`src/rtl/bas_pkg.sv`:
```
package bas_pkg;
  localparam int BEATS = 4;
  localparam int OFS_W = $clog2(BEATS);

  typedef enum logic {
    ORD_LINEAR     = 1'b0,
    ORD_INTERLEAVE = 1'b1
  } order_e;
endpackage

```
`src/rtl/bas_beat_ctr.sv`:
```
module bas_beat_ctr
  import bas_pkg::*;
(
  input  logic             clk,
  input  logic             rst_n,
  input  logic             clr,
  input  logic             step,
  output logic [OFS_W-1:0] cnt
);
  always_ff @(posedge clk or negedge rst_n) begin
    if (!rst_n)    cnt <= '0;
    else if (clr)  cnt <= '0;
    else if (step) cnt <= cnt + 1'b1;
  end


  step_incr_chk: assert property (@(posedge clk) disable iff (!rst_n)
    (!clr && step) |=> cnt == OFS_W'($past(cnt) + 1'b1));


  wrap_to_zero_chk: assert property (@(posedge clk) disable iff (!rst_n)
    (!clr && step && cnt == '1) |=> cnt == '0);
endmodule

```
`src/rtl/bas_order_map.sv`:
```
module bas_order_map
  import bas_pkg::*;
(
  input  logic [OFS_W-1:0] first_ofs,
  input  logic [OFS_W-1:0] beat,
  input  order_e           order,
  output logic [OFS_W-1:0] ofs
);
  always_comb begin
    unique case (order)
      ORD_INTERLEAVE: ofs = first_ofs ^ beat;
      default:        ofs = first_ofs + beat;
    endcase
  end


  first_beat_chk: assert final (beat != '0 || ofs == first_ofs);
endmodule

```
`src/rtl/burst_addr_seq.sv`:
```
module burst_addr_seq
  import bas_pkg::*;
#(
  parameter int ADDR_W = 20
) (
  input  logic              clk,
  input  logic              rst_n,
  input  logic              load,
  input  logic [ADDR_W-1:0] start_addr,
  input  logic              order_sel,
  input  logic              adv_n,
  output logic [ADDR_W-1:0] addr_out,
  output logic [1:0]        beat_out
);
  localparam int HI_W = ADDR_W - OFS_W;

  logic [ADDR_W-1:0] base_q;
  order_e            order_q;
  logic [OFS_W-1:0]  beat;
  logic [OFS_W-1:0]  ofs;

  always_ff @(posedge clk or negedge rst_n) begin
    if (!rst_n) begin
      base_q  <= '0;
      order_q <= ORD_LINEAR;
    end else if (load) begin
      base_q  <= start_addr;
      order_q <= order_e'(order_sel);
    end
  end

  bas_beat_ctr u_ctr (
    .clk   (clk),
    .rst_n (rst_n),
    .clr   (load),
    .step  (!adv_n),
    .cnt   (beat)
  );

  bas_order_map u_map (
    .first_ofs (base_q[OFS_W-1:0]),
    .beat      (beat),
    .order     (order_q),
    .ofs       (ofs)
  );

  assign addr_out = {base_q[ADDR_W-1:OFS_W], ofs};
  assign beat_out = beat;


  load_first_beat_chk: assert property (@(posedge clk) disable iff (!rst_n)
    load |=> (addr_out == $past(start_addr) && beat_out == 2'd0));


  suspend_hold_chk: assert property (@(posedge clk) disable iff (!rst_n)
    (!load && adv_n) |=> ($stable(addr_out) && $stable(beat_out)));


  upper_fixed_chk: assert property (@(posedge clk) disable iff (!rst_n)
    !load |=> addr_out[ADDR_W-1:OFS_W] == $past(addr_out[ADDR_W-1:OFS_W]));


  order_locked_chk: assert property (@(posedge clk) disable iff (!rst_n)
    !load |=> $stable(order_q));


  reset_zero_chk: assert property (@(posedge clk)
    !rst_n |-> (addr_out == '0 && beat_out == '0));

  initial begin
    if (HI_W < 1) $error("ADDR_W must exceed the offset width");
  end
endmodule

```
`config.mk`:
```
export PLATFORM = sky130hd
export DESIGN_NAME = burst_addr_seq
export DESIGN_NICKNAME = d
export VERILOG_FILES = /design/src/rtl/bas_pkg.sv /design/src/rtl/bas_beat_ctr.sv /design/src/rtl/bas_order_map.sv /design/src/rtl/burst_addr_seq.sv
export SDC_FILE = /design/constraint.sdc
export NUM_CORES = 1
export LEC_CHECK = 0
export ABC_AREA = 1
export BUFFER_PORTS_ARGS = -buffer_cell sky130_fd_sc_hd__buf_2
export CAP_MARGIN = 20
export CELL_PAD_IN_SITES_DETAIL_PLACEMENT = 1
export CELL_PAD_IN_SITES_GLOBAL_PLACEMENT = 2
export CORE_MARGIN = 3
export CORE_UTILIZATION = 23
export CTS_CLUSTER_SIZE = 28
export DETAILED_ROUTE_END_ITERATION = 8
export PLACE_DENSITY_LB_ADDON = 0.1
export SYNTH_ARGS = -nofsm -noshare
export SYNTH_HDL_FRONTEND = slang
export SYNTH_SLANG_ARGS = --single-unit
export TNS_END_PERCENT = 100
```
`constraint.sdc`:
```
create_clock -name clk -period 0.8 [get_ports clk]
set_input_delay 0.04 -clock clk [delete_from_list [all_inputs] [get_ports clk]]
set_output_delay 0.04 -clock clk [all_outputs]
set_load 0.01 [all_outputs]
```
; Word level (Yosys, flattened, before mapping)
; Cells that the tools add are included.
[totals]
mem_bits_rw = 0
latch_bits = 0
n_memories = 0
word_cells = 10
romBits = 0
ff_bits = 23
[op_classes]
bitwise = 1
shifts = 0
div_mod_pow = 0
order_cmp = 0
eq_ne = 1
n_addsub = 2
mux = 3
n_reduce_logical = 0
mul = 0
[ops]
columns = cell, n
row1 = $mux 2, 3
row2 = $add 2x1->2 const B, 1
row3 = $add 2x2->2, 1
row4 = $ne 2x2->1 const B, 1
row5 = $xor 2x2->2, 1

; Logic depth before layout (Yosys ltp)
; Gate-level depths: netlist (run 1).
[depth]
depth_word = 3
depth_mapped = 6

; Modules after synthesis
; A second synthesis (run 1) with hierarchy kept.
[hier_totals]
hier_cells = 134
area_unflattened_um2 = 1096.1
[by_module_without_submodules]
columns = module, seq_area_each_um2, area_each_um2, n_inst, cells_per_inst
row1 = burst_addr_seq, 525.5, 942.2, 1, 108
row2 = bas_beat_ctr, 50.0, 86.3, 1, 11
row3 = bas_order_map, 0.0, 67.6, 1, 15

; Worst setup path after synthesis (run 1)
; OpenSTA, ideal clock, no wires.
[synth_path]
path_type = register to output
start = reg u_ctr.cnt[0]
end = out addr_out[1]
setup_slack_ns = -0.115
stages_incl_launch_ff = 7
required_ns = 0.760
t_arrival_ns = 0.875
cell_sequence = dfrtp_1 > ha_1 > inv_1 > nor2_1 > nand3_1 > nand2_1 > inv_1
[synth_via]
elab_chain_len = 2
[synth_lines]
columns = item, line
row1 = start: declaration, bas_beat_ctr.sv:8  ; output logic [OFS_W-1:0] cnt
row2 = start signal: assignment, bas_beat_ctr.sv:13  ; else if (step) cnt <= cnt + 1'b1;
row3 = $add 2x2->2, bas_order_map.sv:12  ; default: ofs = first_ofs + beat;
row4 = $mux 2, bas_order_map.sv:10  ; unique case (order)
row5 = end: declaration, burst_addr_seq.sv:12  ; output logic [ADDR_W-1:0] addr_out,
; Every way passes these cells.

; Worst setup path after layout (run 1)
[layout_path]
start = reg base_q[0]
end = out addr_out[1]
[layout_via]
elab_chain_len = 2
[layout_lines]
columns = item, line
row1 = start: declaration, burst_addr_seq.sv:17  ; logic [ADDR_W-1:0] base_q;
row2 = start signal: assignment, burst_addr_seq.sv:27  ; base_q <= start_addr;
row3 = $add 2x2->2, bas_order_map.sv:12
row4 = $mux 2, bas_order_map.sv:10
; Every way passes these cells.

==> results of run 1 <==
## power by group through the flow
stage | Sequential (mW) | Clock [mW] | Combinational (mW)
after floorplan | 1.33 | 0 | 0.332
after global placement | 1.34 | 0 | 0.460
after detailed placement | 1.34 | 0 | 0.472
after CTS | 1.32 | 0.783 | 0.604
after global routing | 1.34 | 0.839 | 0.715
final | 1.32 | 0.742 | 0.633
## area by class of cell
class                   instances  area [sq um]
repair buffers                 82           598
inverters                       7          26.3
multi-input cells              78           330
clock buffers                   3          41.3
flip-flops and latches         23           576
fillers                       537          2800
clock inverters                 1          5.00
well taps                      52          65.1
## per-layer routing
| layer | share of wire (%) | routed length [microns] | GRT usage, % |
|---|---|---|---|
| met3 | 4.2 | 120 | 2.27 |
| met2 | 50 | 1440 | 19.4 |
| met1 | 43 | 1250 | 13.2 |
| met5 | 0 | 0 | 0 |
| met4 | 2.4 | 69 | 4.94 |
## worst min-delay path by stage
stage,startpoint,to,slack (ps),depth (start not counted)
after floorplan,rst_n,base_q[0],-260,0
after global placement,rst_n,base_q[14],60,1
after detailed placement,rst_n,base_q[14],70,1
after CTS,order_sel,order_q,9,3
after global routing,order_sel,order_q,40,3
final,order_sel,order_q,10,3
## worst min-delay path, delay by kind of cell
| kind | cells | cell delay, ps |
|---|---|---|
| AND/OR/NAND/NOR | 1 | 50 |
| buffers and inverters | 1 | 90 |
| AO/OA/AOI/OAI | 1 | 60 |
## cells by family after synthesis
family | after synthesis | synth area share [%]
buffers and inverters | 29 | 18.4
AOI/OAI and AO/OA | 4 | 1.85
adders and majority gates | 1 | 1.15
DFF | 23 | 53.1
and+or+nand+nor | 73 | 25.5
## per-stage QoR
stage / setup TNS [ps] / setup slack, ps / power (mW) / area, sq um / std cells
after floorplan: -120 / -91.6 / 1.67 / 1090 / 130
after global placement: -274 / -138 / 1.80 / 1270 / 212
after detailed placement: -351 / -174 / 1.81 / 1270 / 212
after CTS: -2420 / -469 / 2.71 / 1590 / 241
after global routing: -3220 / -570 / 2.89 / 1640 / 246
final: -2120 / -440 / 2.70 / 1640 / 246
## state kept, by name, summed over array words and instances (netlist names)
register   flops
order_q        1
base_q        20
u_ctr.cnt      2
## repair_timing
item                       4_1_cts  5_1_grt
hold endpoints to repair        44        0
buffers inserted                 3        5
pin swaps                        0        1
resized for setup               10        4
setup endpoints to repair       25       25
hold buffers                    22        0
## cell usage in the layout (no fill, tap or decap), drive strengths merged
cell type	instances
nand2	67
buf	60
dfrtp	23
dlygate4sd3	22
inv	7
nor2	4
clkbuf	3
o21ai	3
nand3	2
a21oi	1
ha	1
clkinv	1
==> summary.md, run 1 <==
| Metric | Value |
|---|---|
| # clock sinks | `23` |
| Wire per inst | `between 10 and 15 microns` |
| Critical Path Sink | `addr_out[1]` |
| Synth-to-Final Area Change | `51.5%` |
| Post-Synthesis Mean Instance Area | `8.33 sq um` |
| Count leader, synth | `nand2_1` |
| Switch share | `between 20% and 30%` |
| Stages on worst setup path | `7` |
| Core ar. | `about 4400 sq um` |
| Sequential area share after synthesis | `approximately 53%` |
| Via count | `roughly 1000` |
| FP Rows | `24` |
| Final RePlAce weighted congestion | `around 0.74` |
| Tcrit/Tclk final | `155%` |
| DP Wirelength | `roughly 2000 microns` |
| Synthesized area | `between 1000 and 1500 sq um` |
| Relative slew margins | `a little under two thirds` |
| CP top delay family | `flip-flops` |
| Final Hold Fails | `0` |
| Max-cap check violation count | `0` |
| # diodes | `0` |
| Pwr dens | `~1600 nW/um^2` |
| Final WL | `between 2000 and 3000 microns` |
| Initial antenna violation count | `0` |
| Overall Global Routing Usage | `roughly 11%` |
| Setup violators final | `24` |
| Final Critical Period | `1240 ps` |
| Critical path required time | `between 700 and 800 ps` |
| Number of remaining DRC errors | `0` |
| WP data arrival | `roughly 1200 ps` |
| Dominant cell type by area after synthesis | `dfrtp_1` |
| RSZ-0062 raised after global routing | `yes` |
| HP Class | `input pin to register` |
| Asr flop ratio synth | `100%` |
| Initial DRC count | `17` |
| IO buf count | `46` |
| GRT overflow | `0` |
| Synth top cells by count | `nand2_1, dfrtp_1, buf_4` |
| Maximum vdd ir drop | `0.524 mV` |
| P_sw | `0.743 mW` |
| Failing checks | `negative setup slack` |
| Post-synth EDFFs | `0` |
| DIE WIDTH | `74.6 microns` |
| Vias in the first global route | `between 1000 and 1500` |
| Most common flop cell mapped by yosys | `dfrtp_1` |
| Antenna-violating nets left | `0` |
| Yosys cell types | `11` |
| Worst-path fanout max | `2` |
| Worst R2R End | `u_ctr.cnt[0]` |
| CTS tree | `built` |
| Clk_lat worst skew | `260 ps` |
| Final WS setup | `-440 ps` |
| Die height | `about 75 microns` |
| Largest net degree at the start of global routing | `24` |
| Drt via density | `4.07` |
| Tightest Pin Transition | `roughly 540 ps` |
| Clock Power Share | `between 20 and 30%` |
| Outcome | `finished, violations left` |
| Initial Utilization | `around 24%` |
| H-tree Lvls | `1` |
| Finished Core Util | `between 30 and 40%` |
| Combinational share of power | `roughly a quarter` |
| Layout cells sized above 1 | `between 30% and 40%` |
| Synth area leaders | `dfrtp_1, nand2_1, buf_4` |
| CP max-delay cell | `dfrtp_1` |
| Crit path launch | `base_q[0]` |
| First-pass GRT wire length | `4700 microns` |
| Crit. End Element | `primary output` |
| Yosys reg bits | `23` |
| Die area | `around 5600 sq um` |
| CTS Buffer Depth | `2` |
| Crit-path cells | `ha_4, inv_2, nor2_2, nand3_1, nand2_1, inv_1, buf_2` |
| Flop2flop setup slack | `-210 ps` |
| # IOs | `47` |
| Final slew viol count | `0` |
| Final Skew | `about 0.26 ps` |
| Share of the synthesized area in the top cell type | `a little over half` |
| Synthesized net count | `roughly 160` |
| Crit path largest cell delay | `approximately 400 ps` |
| YS warnings | `0` |
| Cell internal pwr | `1.96 mW` |
| Crit path buffers/inverters | `3` |
| Number of buffers created by CTS | `3` |
| Clk pin slew, worst setup/hold paths | `80 ps` |
| Pleak | `a little over 0.9 nW` |
| Max Clk Rate | `between 0.8 and 0.9 GHz` |
| Synthesized instance count | `130` |
| Root buffer cell | `clkbuf_8` |
| Startpoint Class | `register` |
| Reg2Reg Launch Point | `u_ctr.cnt[0]` |
| Layout net count | `221` |
| Setup CP Type | `register to primary output` |
| R2r worst-path depth | `5` |
| Sequential power share | `approximately half` |
| Fin Hold WS | `11.4 ps` |
| Pre-antenna DRT Iters | `2` |
(Power assumes the default switching activity.)
==> run 2: changes to the inputs <==
--- a/config.mk
+++ b/config.mk
@@ -14,7 +14,9 @@
 export CORE_UTILIZATION = 23
 export CTS_CLUSTER_SIZE = 28
 export DETAILED_ROUTE_END_ITERATION = 8
-export PLACE_DENSITY_LB_ADDON = 0.1
+export MAX_ROUTING_LAYER = met4
+export PLACE_DENSITY_LB_ADDON = 0.08
+export SLEW_MARGIN = 20
 export SYNTH_ARGS = -nofsm -noshare
 export SYNTH_HDL_FRONTEND = slang
 export SYNTH_SLANG_ARGS = --single-unit
==> run 2 against run 1 <==
  * The run still ends with negative setup slack left
  * Sequential share of layout area shrank 0.81 points
  * Cell area grew 2.4%
  * Die area unchanged
  * Clock-buffer cell count did not move
  * Total power is 1.2% higher
  * Clock power is essentially flat
  * Hold slack got worse by 7.8 ps
  * Core utilization increased by 0.87 points
  * Critical path type unchanged
==> summary.md, run 2 (synthesis results as in run 1) <==
| Metric | Value |
|---|---|
| Placed insts | `213 (+0.47%)` |
| First-pass GRT wire length | `4420 microns (-5.9%)` |
| RSZ-0062 raised after global routing | `yes` |
| DIE WIDTH | `74.6 microns (unchanged)` |
| Pleak | `0.923 nW (+1.7%)` |
| Pre-antenna DRT Iters | `3 (+1)` |
| Stages on worst setup path | `6 (-1)` |
| Crit path buffers/inverters | `2 (-1)` |
| Drt via density | `4.00 (-1.8%)` |
| Design Area, Final | `1680 sq um (+2.4%)` |
| Setup violators final | `24 (unchanged)` |
| Number of remaining DRC errors | `0 (unchanged)` |
| # clock sinks | `23 (unchanged)` |
| Reg with most FFs | `base_q` |
| IO buf count | `46 (unchanged)` |
| HP Class | `input pin to register` |
| Most frequent cells in the layout | `nand2_1, buf_2, dfrtp_1` |
| Final WS setup | `-436 ps (+3.86 ps)` |
| Clk_lat worst skew | `260 ps (about the same)` |
| Core ar. | `4440 sq um (unchanged)` |
| Crit. End Element | `primary output` |
| Vias in the first global route | `964 (-11%)` |
| Worst R2R End | `u_ctr.cnt[0]` |
| Tcrit/Tclk final | `155% (-0.48 points)` |
| Synth-to-Final Area Change | `55.1%` |
| Most used cell, CP | `nand2_1` |
| Tot Pwr | `2.73 mW (+1.2%)` |
| H-tree Lvls | `1 (unchanged)` |
| Largest registers | `base_q (20), u_ctr.cnt (2), order_q (1)` |
| Wire per inst | `11.5 microns (-1.9%)` |
| Failing checks | `negative setup slack` |
| CTS tree | `built` |
| Initial DRC count | `7 (-10)` |
| WP data arrival | `1200 ps (about the same)` |
| R2r worst-path depth | `6 (+1)` |
| Final Hold Fails | `0 (unchanged)` |
| Final WL | `2840 microns (-1.1%)` |
| Fin Hold WS | `3.63 ps (-7.79 ps)` |
| Largest net degree at the start of global routing | `15 (-38%)` |
| Layout cells sized above 1 | `37.2% (+0.13 points)` |
| CP max-delay cell | `dfrtp_1` |
| CTS Buffer Depth | `2 (unchanged)` |
| GRT overflow | `0 (unchanged)` |
| Tightest Pin Transition | `285 ps (-258 ps)` |
| Max Clk Rate | `0.809 GHz (+0.31%)` |
| Crit path largest cell delay | `420 ps (+20 ps)` |
| Maximum vdd ir drop | `0.704 mV (+34%)` |
| Outcome | `finished, violations left` |
| Startpoint Class | `register` |
| Final slew viol count | `0 (unchanged)` |
| Crit-path cells | `ha_4, nand2_1, nand3_1, nand2_1, inv_2, buf_6` |
| Final Skew | `0.296 ps (+0.0394 ps)` |
| Final Critical Period | `1240 ps (-3.86 ps)` |
| Via count | `992 (-1.0%)` |
| FP Rows | `24 (unchanged)` |
| Critical Path Sink | `addr_out[1]` |
| Relative slew margins | `81.0% (+17 points)` |
| DP Wirelength | `2020 microns (+1.1%)` |
| Crit path launch | `u_ctr.cnt[0]` |
| Commonest non-fill, non-tap cell in the layout | `nand2_1` |
| Clk pin slew, worst setup/hold paths | `80 ps (about the same)` |
| # diodes | `0 (unchanged)` |
| Antenna-violating nets left | `0 (unchanged)` |
| Worst-path fanout max | `2 (unchanged)` |
| Setup CP Type | `register to primary output` |
| Flop2flop setup slack | `-300 ps (-90 ps)` |
| Critical path required time | `760 ps (about the same)` |
| Reg2Reg Launch Point | `u_ctr.cnt[0]` |
| Pre-CTS setup slack | `-160 ps (+13.7 ps)` |
| Die area | `5570 sq um (unchanged)` |
| Finished Core Util | `37.8% (+0.87 points)` |
| Initial Utilization | `24.4% (unchanged)` |
| Final RePlAce weighted congestion | `0.695 (-5.8%)` |
| Root buffer cell | `clkbuf_8` |
| # IOs | `47 (unchanged)` |
| Layout Cells excl Fill | `248 (+0.81%)` |
| Largest register FFs | `20 (unchanged)` |
| Pwr dens | `1620 nW/um^2 (-1.2%)` |
| Final setup TNS | `-2410 ps (-289 ps)` |
| Overall Global Routing Usage | `10.8% (-0.39 points)` |
| Layout net count | `223 (+0.90%)` |
| Max-cap check violation count | `0 (unchanged)` |
| Initial antenna violation count | `0 (unchanged)` |
| Die height | `74.6 microns (unchanged)` |
| CP top delay family | `flip-flops` |
| Placed Area | `1290 sq um (+1.6%)` |
| Number of buffers created by CTS | `3 (unchanged)` |
run 2: worst min-delay path by stage:
stage / from / to / slack (ps) / cells after the start
after floorplan: rst_n / base_q[0] / -260 / 0
after global placement: rst_n / order_q / -60 / 1
after detailed placement: rst_n / order_q / -60 / 1
after CTS: order_sel / order_q / 0.1 / 3
after global routing: order_sel / order_q / 20 / 3
final: order_sel / order_q / 4 / 3
run 2: cell type report:
class                           instances  area [sq um]
Clock buffer                            3          41.3
Clock inverter                          1          5.00
Fill cell                             547          2760
Inverter                                7          28.8
Multi-Input combinational cell         78           327
Sequential cell                        23           576
Tap cell                               52          65.1
Timing Repair Buffer                   84           638
run 2: per-layer routing:
metal / vias to the layer above / share of wire (%) / global-route usage, %
li1: 500 / - / -
met1: 463 / 42 / 12.3
met2: 27 / 52 / 18.7
met3: 2 / 5.3 / 2.27
met4: 0 / 0.81 / 3.56
met5: - / 0 / -
run 2: worst register-to-register path: stages (launching register included):
cell,delay (ps)
dfrtp_1,420
buf_4,150
buf_6,100
buf_6,110
inv_4,50
o21ai_1,60
a21oi_1,130
run 2: power breakdown:
part / switching, mW / internal (mW) / leakage, nW
clock: 0.395 / 0.348 / 0.0255
combinational: 0.294 / 0.372 / 0.616
sequential: 0.0595 / 1.26 / 0.282
total: 0.749 / 1.98 / 0.923
run 2: repair_timing:
item,CTS,global route
hold buffers,22,0
cloned,0,0
pin swaps,0,1
setup buffers,6,4
hold endpoints to repair,44,0
resized for setup,10,6
setup endpoints to repair,24,24
